## src/rtl/srs_pkg.sv

```systemverilog
package srs_pkg;
   localparam int BYTE_W = 8;
   localparam int BITCNT_W = 4;

   typedef enum logic [2:0] {
      ST_IDLE,
      ST_DEV,
      ST_REG,
      ST_WDATA,
      ST_RACK,
      ST_RDATA,
      ST_SKIP
   } srs_state_e;
endpackage

```

## src/rtl/srs_sync.sv

```systemverilog
module srs_sync #(
   parameter int WIDTH   = 2,
   parameter int STAGES  = 2,
   parameter bit RST_VAL = 1'b1
) (
   input  logic             clk,
   input  logic             rst_n,
   input  logic [WIDTH-1:0] d,
   output logic [WIDTH-1:0] q
);
   logic [WIDTH-1:0] chain [STAGES];

   always_ff @(posedge clk or negedge rst_n) begin
      if (!rst_n) chain[0] <= {WIDTH{RST_VAL}};
      else        chain[0] <= d;
   end

   generate
      if (STAGES > 1) begin : g_multi
         for (genvar g = 1; g < STAGES; g++) begin : g_stage
            always_ff @(posedge clk or negedge rst_n) begin
               if (!rst_n) chain[g] <= {WIDTH{RST_VAL}};
               else        chain[g] <= chain[g-1];
            end
         end
      end
   endgenerate

   assign q = chain[STAGES-1];
endmodule

```

## src/rtl/srs_cond_det.sv

```systemverilog
module srs_cond_det (
   input  logic clk,
   input  logic rst_n,
   input  logic scl_s,
   input  logic sda_s,
   output logic start,
   output logic stop,
   output logic rise,
   output logic fall
);
   logic scl_q, sda_q;

   always_ff @(posedge clk or negedge rst_n) begin
      if (!rst_n) begin
         scl_q <= 1'b1;
         sda_q <= 1'b1;
      end else begin
         scl_q <= scl_s;
         sda_q <= sda_s;
      end
   end

   assign start = scl_s & scl_q & sda_q & ~sda_s;
   assign stop  = scl_s & scl_q & ~sda_q & sda_s;
   assign rise  = scl_s & ~scl_q;
   assign fall  = ~scl_s & scl_q;
endmodule

```

## src/rtl/srs_frame.sv

```systemverilog
module srs_frame
   import srs_pkg::*;
#(
   parameter int          PTR_W    = 7,
   parameter logic [6:0]  DEV_ADDR = 7'h12
) (
   input  logic              clk,
   input  logic              rst_n,
   input  logic              start,
   input  logic              stop,
   input  logic              rise,
   input  logic              fall,
   input  logic              sda_s,
   input  logic [BYTE_W-1:0] rd_data,
   output logic              sda_o,
   output logic              wr_stb,
   output logic [PTR_W-1:0]  wr_addr,
   output logic [BYTE_W-1:0] wr_data,
   output logic [PTR_W-1:0]  ptr
);
   localparam logic [BYTE_W-1:0] ADDR_WR = {DEV_ADDR, 1'b0};
   localparam logic [BYTE_W-1:0] ADDR_RD = {DEV_ADDR, 1'b1};
   localparam logic [BITCNT_W-1:0] LAST_BIT = BITCNT_W'(BYTE_W);

   srs_state_e          st;
   logic [BITCNT_W-1:0] bitcnt;
   logic                in_ack;
   logic [BYTE_W-1:0]   shreg;
   logic [BYTE_W-1:0]   tx;

   always_ff @(posedge clk or negedge rst_n) begin
      if (!rst_n) begin
         st      <= ST_IDLE;
         bitcnt  <= '0;
         in_ack  <= 1'b0;
         shreg   <= '0;
         tx      <= '0;
         ptr     <= '0;
         sda_o   <= 1'b0;
         wr_stb  <= 1'b0;
         wr_addr <= '0;
         wr_data <= '0;
      end else begin
         wr_stb <= 1'b0;
         if (start) begin
            st     <= ST_DEV;
            bitcnt <= '0;
            in_ack <= 1'b0;
            sda_o  <= 1'b0;
         end else if (stop) begin
            st     <= ST_IDLE;
            bitcnt <= '0;
            in_ack <= 1'b0;
            sda_o  <= 1'b0;
         end else if (st != ST_IDLE) begin
            if (rise) begin
               if (bitcnt == LAST_BIT) begin
                  bitcnt <= '0;
                  if (st == ST_RDATA && sda_s) st <= ST_SKIP;
               end else begin
                  shreg  <= {shreg[BYTE_W-2:0], sda_s};
                  bitcnt <= bitcnt + 1'b1;
               end
            end
            if (fall) begin
               if (bitcnt == LAST_BIT) begin
                  in_ack <= 1'b1;
                  sda_o  <= 1'b0;
                  case (st)
                     ST_DEV: begin
                        if (shreg == ADDR_WR) begin
                           sda_o <= 1'b1;
                           st    <= ST_REG;
                        end else if (shreg == ADDR_RD) begin
                           sda_o <= 1'b1;
                           st    <= ST_RACK;
                        end else begin
                           st <= ST_SKIP;
                        end
                     end
                     ST_REG: begin
                        ptr   <= shreg[PTR_W-1:0];
                        sda_o <= 1'b1;
                        st    <= ST_WDATA;
                     end
                     ST_WDATA: begin
                        wr_stb  <= 1'b1;
                        wr_addr <= ptr;
                        wr_data <= shreg;
                        ptr     <= ptr + 1'b1;
                        sda_o   <= 1'b1;
                     end
                     default: ;
                  endcase
               end else if (bitcnt == '0 && in_ack) begin
                  in_ack <= 1'b0;
                  sda_o  <= 1'b0;
                  if (st == ST_RACK || st == ST_RDATA) begin
                     sda_o <= ~rd_data[BYTE_W-1];
                     tx    <= {rd_data[BYTE_W-2:0], 1'b0};
                     ptr   <= ptr + 1'b1;
                     st    <= ST_RDATA;
                  end
               end else if (st == ST_RDATA && bitcnt != '0) begin
                  sda_o <= ~tx[BYTE_W-1];
                  tx    <= {tx[BYTE_W-2:0], 1'b0};
               end
            end
         end
      end
   end
endmodule

```

## src/rtl/ser_reg_slave.sv

```systemverilog
module ser_reg_slave
   import srs_pkg::*;
#(
   parameter int         PTR_W       = 7,
   parameter logic [6:0] DEV_ADDR    = 7'h12,
   parameter int         SYNC_STAGES = 2
) (
   input  logic              clk,
   input  logic              rst_n,
   input  logic              scl_i,
   input  logic              sda_i,
   output logic              sda_o,
   output logic              wr_stb,
   output logic [PTR_W-1:0]  wr_addr,
   output logic [BYTE_W-1:0] wr_data,
   output logic [PTR_W-1:0]  rd_addr,
   input  logic [BYTE_W-1:0] rd_data
);
   initial begin
      if (PTR_W < 1 || PTR_W > BYTE_W - 1) $error("PTR_W must be 1..7");
      if (SYNC_STAGES < 2) $error("SYNC_STAGES must be at least 2");
   end

   logic scl_s, sda_s;
   logic start_c, stop_c, rise_c, fall_c;

   srs_sync #(.WIDTH(2), .STAGES(SYNC_STAGES), .RST_VAL(1'b1)) i_sync (
      .clk  (clk),
      .rst_n(rst_n),
      .d    ({scl_i, sda_i}),
      .q    ({scl_s, sda_s})
   );

   srs_cond_det i_det (
      .clk  (clk),
      .rst_n(rst_n),
      .scl_s(scl_s),
      .sda_s(sda_s),
      .start(start_c),
      .stop (stop_c),
      .rise (rise_c),
      .fall (fall_c)
   );

   srs_frame #(.PTR_W(PTR_W), .DEV_ADDR(DEV_ADDR)) i_frame (
      .clk    (clk),
      .rst_n  (rst_n),
      .start  (start_c),
      .stop   (stop_c),
      .rise   (rise_c),
      .fall   (fall_c),
      .sda_s  (sda_s),
      .rd_data(rd_data),
      .sda_o  (sda_o),
      .wr_stb (wr_stb),
      .wr_addr(wr_addr),
      .wr_data(wr_data),
      .ptr    (rd_addr)
   );
endmodule

```

## config.mk

```make
export PLATFORM = sky130hd
export DESIGN_NAME = ser_reg_slave
export DESIGN_NICKNAME = d
export VERILOG_FILES = /design/src/rtl/srs_pkg.sv /design/src/rtl/srs_sync.sv /design/src/rtl/srs_cond_det.sv /design/src/rtl/srs_frame.sv /design/src/rtl/ser_reg_slave.sv
export SDC_FILE = /design/constraint.sdc
export NUM_CORES = 1
export LEC_CHECK = 0
export BUFFER_PORTS_ARGS = -buffer_cell sky130_fd_sc_hd__buf_2
export CORE_MARGIN = 3
export CORE_UTILIZATION = 49
export DETAILED_ROUTE_END_ITERATION = 7
export GPL_ROUTABILITY_DRIVEN = 0
export PLACE_DENSITY = 0.8
export SETUP_SLACK_MARGIN = 0.4
export SLEW_MARGIN = 5
export SYNTH_ARGS = -nofsm -noshare
export SYNTH_HDL_FRONTEND = slang
export SYNTH_SLANG_ARGS = --single-unit
```

## constraint.sdc

```tcl
create_clock -name clk -period 1.8 [get_ports clk]
set_input_delay 0.36 -clock clk [delete_from_list [all_inputs] [get_ports clk]]
set_output_delay 0.36 -clock clk [all_outputs]
set_load 0.005 [all_outputs]
```

==> flow_metrics.env, run 1 <==
export IMPL_outcome="finished clean"
export IMPL_slew_headroom_pct=68.6
export IMPL_grt_pass1_wl_um=10300
export IMPL_synthArstFlopShare_pct=100
export IMPL_setup_ws_ns=0.0616
export IMPL_start_util_pct=52.1
export IMPL_crit_arrival_ns=1.95
export IMPL_r2r_start="i_frame.bitcnt[0]"
export IMPL_timing_fmax_mhz=575
export IMPL_die_y_um=80.8
export IMPL_fin_util_pct=68.9
export IMPL_hold_viol_final=0
export IMPL_synthesis_nets=246
export IMPL_nets=317
export IMPL_fin_crit_sh_pct=96.6
export IMPL_ys_seq_area_share_pct=48.6
export IMPL_worstHoldEndpoint="i_sync.chain[3]"
export IMPL_critPathMaxFanout=7
export IMPL_netlist_instances=231
export IMPL_clk_latency_ns=0.32
export IMPL_drt_wl_total_um=6720
export IMPL_layout_drive_gt1_share_pct=54.8
export IMPL_ios=36
export IMPL_ant_nets=0
export IMPL_r2r_slack_ns=0.06
export IMPL_drc_errors=0
export IMPL_synth_warnings=0
export IMPL_setup_viol=0
export IMPL_gr_usage_all_layers_pct=20.7
export IMPL_finalClockSkew_ns=0.00844
export IMPL_finalPower_uw=2930
export IMPL_cts_sinks=53
export IMPL_yosys_register_bits=53
export IMPL_antenna_found_initial=0
export IMPL_rsz0062_at_grt="yes"
export IMPL_grt_pass1_vias=2181
export IMPL_preCtsSetupSlack_ns=-0.0311
export IMPL_row_count=26
export IMPL_tritoncts_num_buffers=5
export IMPL_grt_ovfl_total=0
export IMPL_via_per_inst=5.82
export IMPL_fin_hold_ws_ns=0.124
export IMPL_ir_worst_vdd_v=0.000615
export IMPL_maxCapViolCount=0
export IMPL_synth_avg_cell_area_sq_um=11.9
export IMPL_fill_cells=387
export IMPL_tightest_slew_ns=0.472
export IMPL_core_sq_um=5270
export IMPL_fin_crit_ns=1.74
export IMPL_die_area_sq_um=6530
export IMPL_root_buffer="clkbuf_8"
export IMPL_syn_to_final_growth_pct=32.2
export IMPL_drv_slew=0
export IMPL_place_area_sq_um=3120
export IMPL_dr_first_iter_drc_count=134
export IMPL_synth_edff_count=0
export IMPL_cts_max_path_buffers=2
export IMPL_rr_worst_depth=6
export IMPL_endpoint_kind="flip-flop"
export IMPL_critPathKind="flip-flop to flip-flop"
export IMPL_cts_tree="yes"
export IMPL_synth_main_ff_cell="dfrtp_1"
export IMPL_dr_pass1_iters=4
export IMPL_wire_per_inst_um=18.0
export IMPL_whs_path_depth=1
export IMPL_p_per_area_nw_per_um2=806
export IMPL_antenna_cells=0
export IMPL_grt_max_degree=35
export IMPL_p_leak_uw=0.00171
export IMPL_die_w_um=80.8
export IMPL_htreeDepth=2
export IMPL_r2r_end="i_frame.st[0]"
export IMPL_hpwl_um=4040
export IMPL_fin_area_sq_um=3630
export IMPL_cts_clk_slew_worst_paths_ns=0.10
export IMPL_synth_distinct_cells=58
export IMPL_start_kind="flip-flop"
export IMPL_hold_path_class="primary input to flip-flop"
export IMPL_synth_cell_area_sq_um=2740
export IMPL_cp_required_ns=2.01
export IMPL_port_buffers=35
export IMPL_vias=2170
export IMPL_hold_path_startpoint="scl_i"
[cell families (layout without fill, tap and decap cells)]
kind of cell	count (synthesis)	after routing	share of synthesized area, %
muxes	36	36	15.7
DFF	53	53	48.6
buffers and inverters	21	92	5.20
and+or+nand+nor	76	77	18.1
xor gates and xnor gates	1	1	0.319
AOI/OAI and AO/OA	41	41	10.7
adders and majority gates	3	3	1.37
[worst max path at each step]
stage / startpoint / endpoint / slack [ns] / cells past startpoint
finish: i_frame.bitcnt[0] / i_frame.st[0] / 0.06 / 6
global route: i_frame.st[1] / i_frame.tx[3] / -0.01 / 5
CTS: i_frame.bitcnt[1] / i_frame.wr_addr[2] / 0.07 / 7
detailed placement: i_frame.bitcnt[1] / i_frame.st[1] / -0.03 / 7
global placement: i_frame.st[2] / i_frame.tx[4] / 0.01 / 4
floorplan: i_frame.bitcnt[1] / i_frame.ptr[1] / 0.03 / 8
[state kept, by name, indices dropped and copies added, names as in the netlist, 2 cells and up]
name / flops
i_frame.tx: 7
i_sync.q: 2
i_frame.shreg: 8
i_frame.wr_addr: 7
i_frame.wr_data: 8
i_frame.bitcnt: 4
i_frame.st: 3
i_frame.ptr: 7
i_sync.chain: 2
[layout by cell type, fill, tap and decap left out, types with 3 or more instances in the layout]
| master | Yosys | final |
|---|---|---|
| buf_4 | 2 | 27 |
| nor2_4 | 1 | 3 |
| nand2_1 | 21 | 20 |
| mux2i_1 | 3 | 3 |
| nor3_2 | 0 | 4 |
| a31oi_1 | 3 | 3 |
| nor2_1 | 8 | 4 |
| nor3_4 | 1 | 3 |
| mux2_4 | 8 | 17 |
| clkbuf_8 | 0 | 5 |
| a211oi_1 | 5 | 3 |
| nand3b_1 | 4 | 4 |
| nand3_1 | 5 | 5 |
| buf_6 | 7 | 10 |
| dfrtp_1 | 47 | 45 |
| inv_2 | 0 | 3 |
| nor2_2 | 0 | 3 |
| inv_1 | 7 | 4 |
| o21ai_0 | 9 | 8 |
| a21oi_1 | 6 | 4 |
| dfstp_2 | 6 | 6 |
| mux2_2 | 23 | 14 |
| buf_2 | 2 | 36 |
[cells in the mapped netlist, types with 3 or more instances]
cell       count  area [sq um]
mux2_2        23           259
nor3_1         6          30.0
ha_1           3          37.5
mux2i_1        3          30.0
nor2_1         8          30.0
a21oi_1        6          30.0
dfrtp_1       47          1180
a211oi_1       5          37.5
buf_6          7          78.8
nand3_1        5          25.0
o21ai_0        9          45.0
a2bb2oi_1      4          35.0
dfstp_2        6           158
nor3b_1        3          22.5
nand3b_1       4          30.0
inv_1          7          26.3
and3b_1        3          26.3
a31oi_1        3          18.8
nand2_1       21          78.8
mux2_4         8           120
[per-stage QoR]
stage / TNS (ns) / std cells
finish: 0 / 373
global route: -0.0434 / 373
CTS: 0 / 360
detailed placement: -0.0311 / 342
global placement: 0 / 342
floorplan: 0 / 231
[where the power goes]
| part | switching (uW) | internal, uW | total, uW | leakage, uW |
|---|---|---|---|---|
| clock network | 432 | 427 | 859 | 0.0000603 |
| logic | 271 | 347 | 618 | 0.000979 |
| registers | 150 | 1300 | 1450 | 0.000671 |
| total | 854 | 2070 | 2930 | 0.00171 |
[worst max-delay path, stage by stage, from the launching register on]
cell and delay [ns]:
dfrtp_1 0.39, inv_2 0.06, ha_4 0.17, and4bb_2 0.25, a22oi_2 0.36, nor2_4 0.09, a221o_1 0.31
[per-layer routing]
| layer | GRT usage [%] | vias to the layer above | share of wire (%) |
|---|---|---|---|
| met5 | 0 | - | 0 |
| met1 | 25.0 | 1081 | 42 |
| met3 | 3.44 | 22 | 4.9 |
| met2 | 36.1 | 77 | 49 |
| met4 | 9.29 | 0 | 3.6 |
| li1 | - | 990 | - |
[timing repair]
item | CTS | global route
cloned | 1 | 1
hold buffers | 1 | 0
endpoints found under the setup margin | 46 | 47
buffers inserted | 8 | 12
pin swaps | 11 | 16
gates resized for setup | 27 | 24
endpoints found under the hold margin | 4 | 0
[area by class of cell]
cell class                 count  area [sq um]  share of cell area, %
multi-input combinational    158          1500                   41.3
sequential                    53          1340                   36.8
timing repair buffer          77           561                   15.4
tap                           70          87.6                   2.41
clock buffer                   5          68.8                   1.90
clock inverter                 3          50.0                   1.38
inverter                       7          26.3                  0.724
Note: power is estimated with default switching activity, not from simulation.
==> run 2: changes to the inputs <==
CORE_MARGIN = 10   (was 3)
REMOVE_ABC_BUFFERS = 1   (was unset)
==> flow_metrics.env, run 2 (synthesis results as in run 1) <==
export IMPL_slew_headroom_pct=67.2
export IMPL_via_per_inst=5.89
export IMPL_whs_path_depth=1
export IMPL_port_buffers=35
export IMPL_critPathKind="flip-flop to flip-flop"
export IMPL_drv_slew=0
export IMPL_layout_cells_non_filler=374
export IMPL_row_count=27
export IMPL_endpoint_kind="flip-flop"
export IMPL_grt_max_degree=22
export IMPL_cp_required_ns=1.98
export IMPL_tns_ns=0
export IMPL_start_kind="flip-flop"
export IMPL_cts_tree="yes"
export IMPL_clk_latency_ns=0.32
export IMPL_root_buffer="clkbuf_8"
export IMPL_maxCapViolCount=0
export IMPL_nets=316
export IMPL_timing_fmax_mhz=565
export IMPL_rsz0062_at_grt="yes"
export IMPL_fin_crit_ns=1.77
export IMPL_htreeDepth=2
export IMPL_antenna_cells=0
export IMPL_place_inst=345
export IMPL_antenna_found_initial=0
export IMPL_path_cells="inv_2, ha_4, and4bb_2, buf_4, nand4_1, a211oi_2, a2111oi_4"
export IMPL_layout_commonest_cell="dfrtp_1"
export IMPL_layout_drive_gt1_share_pct=56.0
export IMPL_hold_path_startpoint="sda_i"
export IMPL_die_area_sq_um=8990
export IMPL_setup_viol=0
export IMPL_cts_max_path_buffers=2
export IMPL_drc_errors=0
export IMPL_finalPower_uw=2810
export IMPL_cts_sinks=53
export IMPL_grt_pass1_vias=2153
export IMPL_finalClockSkew_ns=0.0114
export IMPL_critical_path_top_delay_family="compound AO/OA/AOI/OAI gates"
export IMPL_outcome="finished clean"
export IMPL_cts_clk_slew_worst_paths_ns=0.09
export IMPL_drt_wl_total_um=7280
export IMPL_vias=2201
export IMPL_top_regs="i_frame.shreg: 8 flops, i_frame.wr_data: 8 flops"
export IMPL_gr_usage_all_layers_pct=15.3
export IMPL_crit_arrival_ns=1.95
export IMPL_syn_to_final_growth_pct=32.1
export IMPL_core_sq_um=5470
export IMPL_hpwl_um=4330
export IMPL_die_w_um=94.8
export IMPL_rr_worst_depth=7
export IMPL_ios=36
export IMPL_worstHoldEndpoint="i_sync.chain[2]"
export IMPL_hold_viol_final=0
export IMPL_final_cell_mix="45 x dfrtp_1, 36 x buf_2, 28 x buf_4"
export IMPL_critPathBufInv=2
export IMPL_slowest_stage="dfrtp_1"
export IMPL_r2r_end="i_frame.st[1]"
export IMPL_tightest_slew_ns=0.487
export IMPL_hold_path_class="primary input to flip-flop"
export IMPL_p_leak_uw=0.00169
export IMPL_p_per_area_nw_per_um2=776
export IMPL_dr_first_iter_drc_count=203
export IMPL_max_stage_delay_ns=0.40
export IMPL_fin_area_sq_um=3620
export IMPL_place_area_sq_um=3060
export IMPL_die_y_um=94.8
export IMPL_grt_ovfl_total=0
export IMPL_r2r_start="i_frame.bitcnt[0]"
export IMPL_ir_worst_vdd_v=0.000695
export IMPL_preCtsSetupSlack_ns=-0.179
export IMPL_ant_nets=0
export IMPL_dr_pass1_iters=4
export IMPL_start_util_pct=50.1
export IMPL_tritoncts_num_buffers=5
export IMPL_wire_per_inst_um=19.5
export IMPL_setup_ws_ns=0.0305
export IMPL_grt_pass1_wl_um=11000
export IMPL_critPathMaxFanout=6
export IMPL_fin_crit_sh_pct=98.3
export IMPL_r2r_slack_ns=0.03
[run 2: changes by cell type in the layout (fill, tap and decap cells not counted), sizes merged]
cell      previous run  this run
clkinvlp             0         1
inv                  8         7
buf                 76        75
clkbuf               5         7
bufinv               1         0
clkinv               1         0
[run 2: worst reg2reg max path: cells and delay by family, from the launching register on]
family | cells | cell delay, ns
adder cells (fa/ha/maj) | 1 | 0.15
flip-flops | 1 | 0.40
AO/OA/AOI/OAI | 2 | 0.45
AND/OR/NAND/NOR | 2 | 0.44
buffers and inverters | 2 | 0.19
[run 2: area by class of cell]
type | count | area, sq um
clock buffers | 7 | 86.3
clock inverters | 1 | 7.51
fillers | 384 | 1850
inverters | 7 | 26.3
multi-input cells | 158 | 1550
flip-flops and latches | 53 | 1340
well taps | 72 | 90.1
repair buffers | 76 | 533
[run 2: power by group]
group	leakage, uW	internal, uW	switching [uW]	total (uW)
Sequential	0.000671	1300	172	1470
Clock	0.0000445	313	401	714
Combinational	0.000977	354	275	629
[run 2: per-layer routing]
layer / share of wire, % / up-vias / global-route usage, % / wire length, um
li1: - / 992 / - / -
met1: 38 / 1089 / 18.1 / 2750
met2: 52 / 91 / 26.0 / 3770
met3: 6.8 / 29 / 4.04 / 493
met4: 3.6 / 0 / 5.74 / 262
met5: 0 / - / 0 / 0
[run 2: worst max-delay path by stage]
| stage | from | endpoint | slack [ns] | depth (start not counted) |
|---|---|---|---|---|
| detailed placement | i_frame.bitcnt[1] | i_frame.st[1] | -0.18 | 7 |
| finish | i_frame.bitcnt[0] | i_frame.st[1] | 0.03 | 7 |
| global route | i_frame.bitcnt[0] | i_frame.wr_addr[5] | -0.03 | 7 |
| global placement | i_frame.bitcnt[0] | i_frame.st[1] | 0.006 | 7 |
| CTS | i_frame.bitcnt[0] | i_frame.wr_addr[3] | 0.08 | 7 |
| floorplan | i_frame.bitcnt[0] | i_frame.wr_addr[0] | -0.31 | 5 |
[run 2: stage by stage]
stage          utilization, %  hold slack, ns
2_1_floorplan               -          0.0644
4_1_cts                  63.5           0.138
6_report                 66.2           0.132
5_1_grt                  66.2           0.121
3_3_place_gp             56.0           0.246
3_5_place_dp             56.0           0.248
[run 2: what timing repair did]
item	4_1_cts	5_1_grt
hold buffers	1	0
endpoints found under the setup margin	46	48
hold endpoints to repair	9	0
gates cloned	2	0
buffers inserted	14	4
gates resized for setup	46	23
pin swaps	11	6
==> run 3: changes to the inputs <==
BUFFER_PORTS_ARGS = unset   (was -buffer_cell sky130_fd_sc_hd__buf_2)
DONT_BUFFER_PORTS = 1   (was unset)
PLACE_DENSITY = 0.74   (was 0.8)
==> flow_metrics.env, run 3 (synthesis results as in run 1) <==
export IMPL_critPathBufInv=2
export IMPL_tns_ns=0
export IMPL_vias=1882
export IMPL_finalPower_uw=2710
export IMPL_fin_crit_sh_pct=96.8
export IMPL_cts_max_path_buffers=2
export IMPL_start_util_pct=50.1
export IMPL_dr_pass1_iters=4
export IMPL_antenna_cells=0
export IMPL_gr_usage_all_layers_pct=13.9
export IMPL_grt_ovfl_total=0
export IMPL_root_buffer="clkbuf_8"
export IMPL_cts_clk_slew_worst_paths_ns=0.10
export IMPL_preCtsSetupSlack_ns=-0.179
export IMPL_hold_viol_final=53
export IMPL_drv_slew=0
export IMPL_setup_ws_ns=0.0573
export IMPL_cp_required_ns=2.01
export IMPL_fin_util_pct=61.8
export IMPL_clkPwrFrac_pct=25.7
export IMPL_grt_pass1_vias=1961
export IMPL_p_comb_share_pct=20.8
export IMPL_wire_per_inst_um=18.7
export IMPL_core_sq_um=5470
export IMPL_fin_hold_ws_ns=-0.277
export IMPL_rsz0062_at_grt="yes"
export IMPL_grt_max_degree=54
export IMPL_die_w_um=94.8
export IMPL_tightest_slew_ns=0.404
export IMPL_max_stage_delay_ns=0.51
export IMPL_fin_crit_ns=1.74
export IMPL_internal_power_uw=1910
export IMPL_ant_nets=0
export IMPL_die_y_um=94.8
export IMPL_r2r_slack_ns=0.06
export IMPL_r2r_end="i_frame.wr_data[5]"
export IMPL_layout_commonest_cell="dfrtp_1"
export IMPL_ios=36
export IMPL_violations="negative hold slack"
export IMPL_maxCapViolCount=0
export IMPL_power_frac_seq_pct=53.4
export IMPL_timing_fmax_mhz=574
export IMPL_nets=275
export IMPL_path_cells="nand3b_1, buf_4, nor3_4, buf_12, mux2_2"
export IMPL_r2r_start="i_frame.bitcnt[2]"
export IMPL_hpwl_um=4000
export IMPL_layout_drive_gt1_share_pct=49.4
export IMPL_syn_to_final_growth_pct=23.3
export IMPL_cts_tree="yes"
export IMPL_crit_arrival_ns=1.95
export IMPL_clk_latency_ns=0.32
export IMPL_slowest_stage="dfrtp_2"
export IMPL_finalClockSkew_ns=0.0101
export IMPL_slew_headroom_pct=73.1
export IMPL_critical_path_top_delay_family="flip-flops"
export IMPL_fill_cells=412
export IMPL_dr_first_iter_drc_count=74
export IMPL_drt_wl_total_um=6220
export IMPL_critPathKind="flip-flop to flip-flop"
export IMPL_via_per_inst=5.65
export IMPL_port_buffers=0
export IMPL_row_count=27
export IMPL_start_kind="flip-flop"
export IMPL_tritoncts_num_buffers=5
export IMPL_hold_path_class="primary input to asynchronous set/reset pin"
export IMPL_htreeDepth=2
export IMPL_drc_errors=0
export IMPL_cts_sinks=53
export IMPL_ir_worst_vdd_v=0.000545
export IMPL_p_sw_uw=799
export IMPL_grt_pass1_wl_um=10100
export IMPL_endpoint_kind="flip-flop"
export IMPL_p_leak_uw=0.00149
export IMPL_final_cell_mix="43 x dfrtp_1, 24 x buf_4, 19 x nand2_1"
export IMPL_antenna_found_initial=0
export IMPL_die_area_sq_um=8990
export IMPL_critPathMaxFanout=16
export IMPL_p_per_area_nw_per_um2=801
export IMPL_top_regs="i_frame.shreg: 8 flops, i_frame.wr_data: 8 flops"
export IMPL_setup_viol=0
export IMPL_rr_worst_depth=5
export IMPL_swShare_pct=29.5
export IMPL_outcome="finished with violations"
[run 3: final cells by class]
type                            count  area, sq um  area share, %
Clock buffer                        5         68.8           2.03
Clock inverter                      3         25.0          0.740
Inverter                            7         26.3          0.777
Multi-Input combinational cell    158         1530           45.1
Sequential cell                    53         1340           39.6
Tap cell                           72         90.1           2.66
Timing Repair Buffer               35          307           9.06
[run 3: per-stage QoR]
| step | area (sq um) | std cells |
|---|---|---|
| CTS | 3270 | 332 |
| floorplan | 2630 | 217 |
| detailed placement | 2900 | 311 |
| finish | 3380 | 333 |
| global placement | 2900 | 311 |
| global route | 3380 | 333 |
[run 3: metal layers]
layer	global-route usage (%)	part of all wire, %
met3	4.84	5.9
met4	3.37	0.67
met2	22.3	50
met5	0	0
met1	17.5	43
[run 3: power by group through the flow]
| stage | clock network, uW | registers (uW) | logic [uW] |
|---|---|---|---|
| after floorplan | 0 | 1410 | 239 |
| after global placement | 0 | 1440 | 352 |
| after detailed placement | 0 | 1440 | 362 |
| after CTS | 717 | 1440 | 521 |
| after global routing | 769 | 1470 | 610 |
| final | 697 | 1450 | 564 |
[run 3: worst max-delay path by stage]
stage,from,endpoint,depth (start not counted)
floorplan,i_frame.bitcnt[0],i_frame.wr_addr[0],5
global placement,i_frame.bitcnt[0],i_frame.st[1],7
detailed placement,i_frame.bitcnt[1],i_frame.st[1],7
CTS,i_frame.bitcnt[0],i_frame.wr_addr[0],7
global route,i_frame.bitcnt[1],i_frame.ptr[1],6
finish,i_frame.bitcnt[2],i_frame.wr_data[5],5
[run 3: timing repair]
action                                 4_1_cts  5_1_grt
endpoints found under the hold margin       53       53
resized for setup                           48       20
pin swaps                                   11        6
setup endpoints to repair                   47       47
gates cloned                                 2        0
setup buffers                               11        1
